--- config.mk ---
export PLATFORM = sky130hd
export DESIGN_NAME = bhz_decode_branch_ctl
export DESIGN_NICKNAME = d
export VERILOG_FILES = /design/src/rtl/bhz_pkg.sv /design/src/rtl/bhz_fwd_pick.sv /design/src/rtl/bhz_stall_detect.sv /design/src/rtl/bhz_branch_cmp.sv /design/src/rtl/bhz_decode_branch_ctl.sv
export SDC_FILE = /design/constraint.sdc
export NUM_CORES = 1
export LEC_CHECK = 0
export ABC_AREA = 0
export CORE_AREA = 2 2 78 80
export DETAILED_ROUTE_END_ITERATION = 8
export DIE_AREA = 0 0 80 82
export DONT_BUFFER_PORTS = 1
export GPL_TIMING_DRIVEN = 0
export PLACE_DENSITY = 0.59
export SLEW_MARGIN = 20
export SYNTH_ARGS = -nofsm -noshare
export SYNTH_HDL_FRONTEND = slang
export SYNTH_SLANG_ARGS = --single-unit
export TNS_END_PERCENT = 5
--- constraint.sdc ---
create_clock -name vclk -period 11.6
set_input_delay 2.32 -clock vclk [all_inputs]
set_output_delay 2.32 -clock vclk [all_outputs]
set_load 0.05 [all_outputs]
--- src/rtl/bhz_pkg.sv ---
package bhz_pkg;
  typedef enum logic [1:0] {
    SEL_RF    = 2'd0,
    SEL_EXMEM = 2'd1,
    SEL_MEMWB = 2'd2
  } fwd_sel_e;

  localparam int unsigned NUM_OPS = 2;
endpackage

--- src/rtl/bhz_fwd_pick.sv ---
module bhz_fwd_pick
  import bhz_pkg::*;
#(
  parameter int unsigned AW = 5
) (
  input  logic [AW-1:0] src,
  input  logic [AW-1:0] mem_dst,
  input  logic          mem_wen,
  input  logic          mem_load,
  input  logic [AW-1:0] wb_dst,
  input  logic          wb_wen,
  output fwd_sel_e      sel
);
  localparam logic [AW-1:0] ZERO_REG = '0;

  logic src_live;
  logic mem_hit;
  logic wb_hit;

  // A load in EX/MEM holds only an address; its data is not ready yet.
  assign src_live = (src != ZERO_REG);
  assign mem_hit  = src_live && mem_wen && !mem_load && (mem_dst == src);
  assign wb_hit   = src_live && wb_wen && (wb_dst == src);

  always_comb begin
    if (mem_hit)     sel = SEL_EXMEM;
    else if (wb_hit) sel = SEL_MEMWB;
    else             sel = SEL_RF;
  end
endmodule

--- src/rtl/bhz_stall_detect.sv ---
module bhz_stall_detect #(
  parameter int unsigned AW = 5
) (
  input  logic          id_branch,
  input  logic [AW-1:0] src_a,
  input  logic [AW-1:0] src_b,
  input  logic [AW-1:0] ex_dst,
  input  logic          ex_wen,
  input  logic          ex_load,
  input  logic [AW-1:0] mem_dst,
  input  logic          mem_wen,
  input  logic          mem_load,
  output logic          stall
);
  localparam logic [AW-1:0] ZERO_REG = '0;

  logic ex_hit;
  logic mem_hit;
  logic br_ex_wait;
  logic br_mem_wait;
  logic load_use_wait;

  assign ex_hit  = ex_wen && (ex_dst != ZERO_REG) &&
                   ((ex_dst == src_a) || (ex_dst == src_b));
  assign mem_hit = mem_wen && (mem_dst != ZERO_REG) &&
                   ((mem_dst == src_a) || (mem_dst == src_b));

  // Branch compares in decode: any producer still in EX is too late.
  assign br_ex_wait    = id_branch && ex_hit;
  // A load in EX/MEM has no data until it reaches MEM/WB.
  assign br_mem_wait   = id_branch && mem_hit && mem_load;
  // Ordinary instructions wait only for a load directly ahead.
  assign load_use_wait = !id_branch && ex_hit && ex_load;

  assign stall = br_ex_wait || br_mem_wait || load_use_wait;
endmodule

--- src/rtl/bhz_branch_cmp.sv ---
module bhz_branch_cmp
  import bhz_pkg::*;
#(
  parameter int unsigned DW = 32
) (
  input  fwd_sel_e      sel_a,
  input  fwd_sel_e      sel_b,
  input  logic [DW-1:0] rf_a_val,
  input  logic [DW-1:0] rf_b_val,
  input  logic [DW-1:0] mem_val,
  input  logic [DW-1:0] wb_val,
  input  logic          br_ne,
  output logic          cond
);
  logic [DW-1:0] op_a;
  logic [DW-1:0] op_b;
  logic          same;

  always_comb begin
    case (sel_a)
      SEL_EXMEM: op_a = mem_val;
      SEL_MEMWB: op_a = wb_val;
      default:   op_a = rf_a_val;
    endcase
    case (sel_b)
      SEL_EXMEM: op_b = mem_val;
      SEL_MEMWB: op_b = wb_val;
      default:   op_b = rf_b_val;
    endcase
  end

  assign same = (op_a == op_b);
  assign cond = br_ne ? !same : same;
endmodule

--- src/rtl/bhz_decode_branch_ctl.sv ---
module bhz_decode_branch_ctl
  import bhz_pkg::*;
#(
  parameter int unsigned AW = 5,
  parameter int unsigned DW = 32
) (
  input  logic          id_branch,
  input  logic          id_br_ne,
  input  logic [AW-1:0] id_src_a,
  input  logic [AW-1:0] id_src_b,
  input  logic [AW-1:0] ex_dst,
  input  logic          ex_wen,
  input  logic          ex_load,
  input  logic [AW-1:0] mem_dst,
  input  logic          mem_wen,
  input  logic          mem_load,
  input  logic [AW-1:0] wb_dst,
  input  logic          wb_wen,
  input  logic [DW-1:0] rf_a_val,
  input  logic [DW-1:0] rf_b_val,
  input  logic [DW-1:0] mem_val,
  input  logic [DW-1:0] wb_val,
  output logic [1:0]    fwd_a_sel,
  output logic [1:0]    fwd_b_sel,
  output logic          stall,
  output logic          redirect
);
  logic [AW-1:0] src_vec [NUM_OPS];
  fwd_sel_e      sel_vec [NUM_OPS];
  logic          cond;

  assign src_vec[0] = id_src_a;
  assign src_vec[1] = id_src_b;

  for (genvar g = 0; g < NUM_OPS; g++) begin : g_pick
    bhz_fwd_pick #(.AW(AW)) u_pick (
      .src      (src_vec[g]),
      .mem_dst  (mem_dst),
      .mem_wen  (mem_wen),
      .mem_load (mem_load),
      .wb_dst   (wb_dst),
      .wb_wen   (wb_wen),
      .sel      (sel_vec[g])
    );
  end

  bhz_stall_detect #(.AW(AW)) u_stall (
    .id_branch (id_branch),
    .src_a     (id_src_a),
    .src_b     (id_src_b),
    .ex_dst    (ex_dst),
    .ex_wen    (ex_wen),
    .ex_load   (ex_load),
    .mem_dst   (mem_dst),
    .mem_wen   (mem_wen),
    .mem_load  (mem_load),
    .stall     (stall)
  );

  bhz_branch_cmp #(.DW(DW)) u_cmp (
    .sel_a    (sel_vec[0]),
    .sel_b    (sel_vec[1]),
    .rf_a_val (rf_a_val),
    .rf_b_val (rf_b_val),
    .mem_val  (mem_val),
    .wb_val   (wb_val),
    .br_ne    (id_br_ne),
    .cond     (cond)
  );

  assign fwd_a_sel = sel_vec[0];
  assign fwd_b_sel = sel_vec[1];
  // Flush of IF/ID and PC load only once operands are final.
  assign redirect  = id_branch && !stall && cond;
endmodule

==> impl_metrics.ini, run 1 <==
[synthesis]
yosysUniqueCellTypes = 37
synth_top_cell_area_share_pct = 17.4
synth.cell_area_mm2 = 0.00247
syn_nets = 566
yosysSeqAreaShare_pct = 0
yosys.area.top_type = xnor2_1
synth_warnings = 0
ys_top_cells_by_count = nand3_1, a31oi_1, nor3_1
synth.area.top_cells = xnor2_1, a31oi_1, nand3_1
netlist_instances = 406
synth.most_common_cell = nand3_1
avgSynthCellArea_um2 = 6.08

[cells_and_area]
antenna_cells_inserted = 0
drive_gt1_share_pct = 7.64
clock_buffers = 0
ff_latch_area_um2 = 0
area_growth_pct = 3.80
final_core_util_pct = 44.6
multi_input_area_mm2 = 0.00223
nNetsFinal = 568
layout.cells.non_filler = 481
n_fill_cell = 653
seq_cells = 0

[placed_design]
port_buffers = 0
hpwl_um = 7590
finalWeightedCongestion = 0.873
numPlacedInstances = 481

[timing]
tightest_slew_ns = 1.09
whs_ns = 5.03
hold_viol_final = 0
slew_headroom_pct = 25.5
period_minus_slack_ns = 8.29
timing.final.crit_share_pct = 71.4
fmax_mhz = 121
rsz0062_at_grt = false
final_max_slew_viol_count = 0
setup_viol = 0
final.setup.tns_ns = 0

[hold_path]
whs_endpoint = redirect
hold_class = input pin to primary output
min_from = id_branch
whs_path_depth = 2

[drt]
routed_wl_um = 10200
drc = 0
vias = 3278
ant_nets = 0
wl_per_cell_um = 21.3
drtPass1Iterations = 5
drt_iter0_markers = 266
vias_per_cell = 6.81

[setup_path]
worstPathRequired_ns = 9.28
cp-start-kind = input pin
end_kind = primary output
worstPathMaxFanout = 10
cp-startpoint = id_src_a[1]
cp.arrival_ns = 5.97
criticalPathCategory = input pin to primary output

[grt]
first_global_vias = 3045
grt_max_degree = 11
grt-ovfl-total = 0
grt_pass1_wl_um = 15000
grt_usage_pct = 28.4
antenna_found_initial = 0

[job]
drv_cap = 0

[power]
power_density_mw_per_mm2 = 34.9
ir_drop_mv = 0.0174
power_leakage_nw = 0.676

[die]
ioPinCount = 166
start_util_pct = 42.9
design.core.area_mm2 = 0.00575
die_area_mm2 = 0.00656
fp-row-count = 28
die_y_um = 82
die_width_um = 80

[cts]
cts.hold.buffers_added = 0
ctsResizeCount = 0
post-cts-setup-buffers = 0

[run_status]
status = finished clean
metal layers:
layer	vias to the layer above	wire length (um)	GRT usage [%]
met5	-	0	0
met3	31	1120	5.93
li1	1522	-	-
met2	219	4730	47.7
met4	0	208	5.08
met1	1506	4170	37.9
report_power, final:
group | internal (W) | switching [W] | leakage, nW
clock network | 0 | 0 | 0
registers | 0 | 0 | 0
logic | 0.0000350 | 0.0000545 | 0.676
placed cells by master, fill, tap and decap left out, drive strengths merged, types with 7 or more instances in the layout:
cell / count
nand2: 25
buf: 21
nor3: 50
nand4: 7
xnor2: 49
nand3: 51
o21ai: 48
a31oi: 51
a21oi: 21
nor2: 14
xor2: 13
o2bb2ai: 7
clkbuf: 19
metrics by stage:
step | power [W] | cell area (um^2) | setup WS (ns)
2_1_floorplan | 0.0000692 | 2470 | 4.04
3_3_place_gp | 0.0000870 | 2560 | 3.41
3_5_place_dp | 0.0000877 | 2560 | 3.40
4_1_cts | 0.0000881 | 2560 | 3.39
5_1_grt | 0.0000964 | 2560 | 3.17
6_report | 0.0000895 | 2560 | 3.31
layout make-up:
type | instances | area share [%]
Buffer | 40 | 8.74
Inverter | 3 | 0.440
Multi-Input combinational cell | 363 | 87.2
Tap cell | 75 | 3.66
critical path, stage by stage:
cell	delay [ns]
or4_4	0.55
o211ai_1	0.59
clkbuf_1	0.39
o21ai_0	0.18
a31oi_1	0.23
xnor2_1	0.14
nand4_1	0.18
nor4_1	0.31
nand4_1	0.19
mux2i_1	0.87
cells by family (layout without fill, tap and decap cells):
kind of cell    Yosys count  in the layout  synth area share, %
simple gates            165            165                 34.5
compound gates          135            135                 33.5
xor+xnor                 62             62                 22.0
buf+inv                  43             43                 9.53
mux                       1              1                0.406
worst max-delay path by stage:
stage          endpoint  cells past startpoint
2_1_floorplan  redirect                     10
3_3_place_gp   redirect                     10
5_1_grt        redirect                     10
4_1_cts        redirect                     10
3_5_place_dp   redirect                     10
6_report       redirect                     10
No activity file was read; power rests on OpenSTA's default activity.
==> inputs of run 2 (changes only) <==
- PLACE_DENSITY: 0.59 -> 0.61
- clock period: 11.6 -> 7.3 ns (I/O delays scaled with it)
==> impl_metrics.ini, run 2 (synthesis results as in run 1) <==
[drt]
drt_iter0_markers = 334
ant_nets = 0
vias_per_cell = 6.86
drc = 0
wl_per_cell_um = 21.3
routed_wl_um = 10200
vias = 3301
drtPass1Iterations = 5

[power]
power_density_mw_per_mm2 = 55.2
ir_drop_mv = 0.0319
power_leakage_nw = 0.676

[setup_path]
end_kind = primary output
path_cells = or4_4 -> o211ai_1 -> clkbuf_1 -> o21ai_0 -> a31oi_1 -> xnor2_1 -> nand2_1 -> nor4_1 -> nand4_1 -> mux2i_1
cp-start-kind = input pin
worstPathMaxFanout = 10
worstPathRequired_ns = 5.84
timing.critical_path.buf_inv = 1
criticalPathCategory = input pin to primary output
cp.arrival_ns = 5.02
crit_slowest_cell = mux2i_1
cp_top_family = simple AND/OR/NAND/NOR gates
cpPeakStageDelay_ns = 0.87

[cells_and_area]
area_growth_pct = 3.80
final_common_cell = nand3_1
drive_gt1_share_pct = 7.64
design_area_mm2 = 0.00256
layout_common_cells = nand3_1, nor3_1, a31oi_1
ff_latch_area_um2 = 0
multi_input_area_mm2 = 0.00223
antenna_cells_inserted = 0
n_fill_cell = 641
final_core_util_pct = 44.6
clock_buffers = 0
layout.cells.non_filler = 481
seq_cells = 0
nNetsFinal = 568

[grt]
grt_pass1_wl_um = 15100
grt_usage_pct = 28.8
first_global_vias = 3064
grt_max_degree = 11
grt-ovfl-total = 0
antenna_found_initial = 0

[cts]
cts.hold.buffers_added = 0
ctsResizeCount = 0
post-cts-setup-buffers = 0

[timing]
timing.final.crit_share_pct = 88.8
hold_viol_final = 0
tightest_slew_ns = 1.08
rsz0062_at_grt = false
layout_setup_ws_ns = 0.817
setup_viol = 0
final.setup.tns_ns = 0
slew_headroom_pct = 25.8
final_max_slew_viol_count = 0
period_minus_slack_ns = 6.48
fmax_mhz = 154

[placed_design]
finalWeightedCongestion = 0.875
dp_slack_ns = 0.856
place_area_mm2 = 0.00256
port_buffers = 0
numPlacedInstances = 481
hpwl_um = 7590

[hold_path]
whs_endpoint = redirect
whs_path_depth = 2
hold_class = input pin to primary output
min_from = id_branch

[die]
die_area_mm2 = 0.00656
die_y_um = 82
design.core.area_mm2 = 0.00575
die_width_um = 80
start_util_pct = 42.9
fp-row-count = 28
ioPinCount = 166

[job]
drv_cap = 0

[run_status]
status = finished clean
[run 2: cell counts in the layout (fill, tap and decap cells not counted)]
No cell type changed its count.
[run 2: final cells by class]
class                      instances  share of cell area (%)
inverter                           3                   0.440
multi-input combinational        363                    87.2
buffer                            40                    8.74
tap                               75                    3.66
[run 2: how the worst max path moves through the flow]
| stage | from | depth (start not counted) | endpoint | slack [ns] |
|---|---|---|---|---|
| final | id_src_a[1] | 10 | redirect | 0.82 |
| after global routing | id_src_b[1] | 10 | redirect | 0.60 |
| after CTS | id_src_b[1] | 10 | redirect | 0.85 |
| after detailed placement | id_src_b[1] | 10 | redirect | 0.86 |
| after global placement | id_src_a[1] | 10 | redirect | 0.85 |
| after floorplan | id_src_b[1] | 10 | redirect | 1.46 |
[run 2: metrics by stage]
| stage | power, W | hold slack (ns) |
|---|---|---|
| floorplan | 0.000110 | 3.30 |
| global placement | 0.000138 | 3.31 |
| detailed placement | 0.000139 | 3.31 |
| CTS | 0.000140 | 3.31 |
| global route | 0.000153 | 3.32 |
| finish | 0.000142 | 3.31 |
[run 2: routing by layer]
metal | up-vias | share of wire (%) | global-route usage, %
met5 | - | 0 | 0
met4 | 0 | 3.2 | 8.31
met3 | 31 | 12 | 6.04
met2 | 222 | 48 | 48.8
met1 | 1522 | 37 | 36.7
li1 | 1526 | - | -
[run 2: where the power goes]
part	switching [W]	leakage [nW]	total, W	internal [W]
clock network	0	0	0	0
logic	0.0000860	0.676	0.000142	0.0000555
registers	0	0	0	0
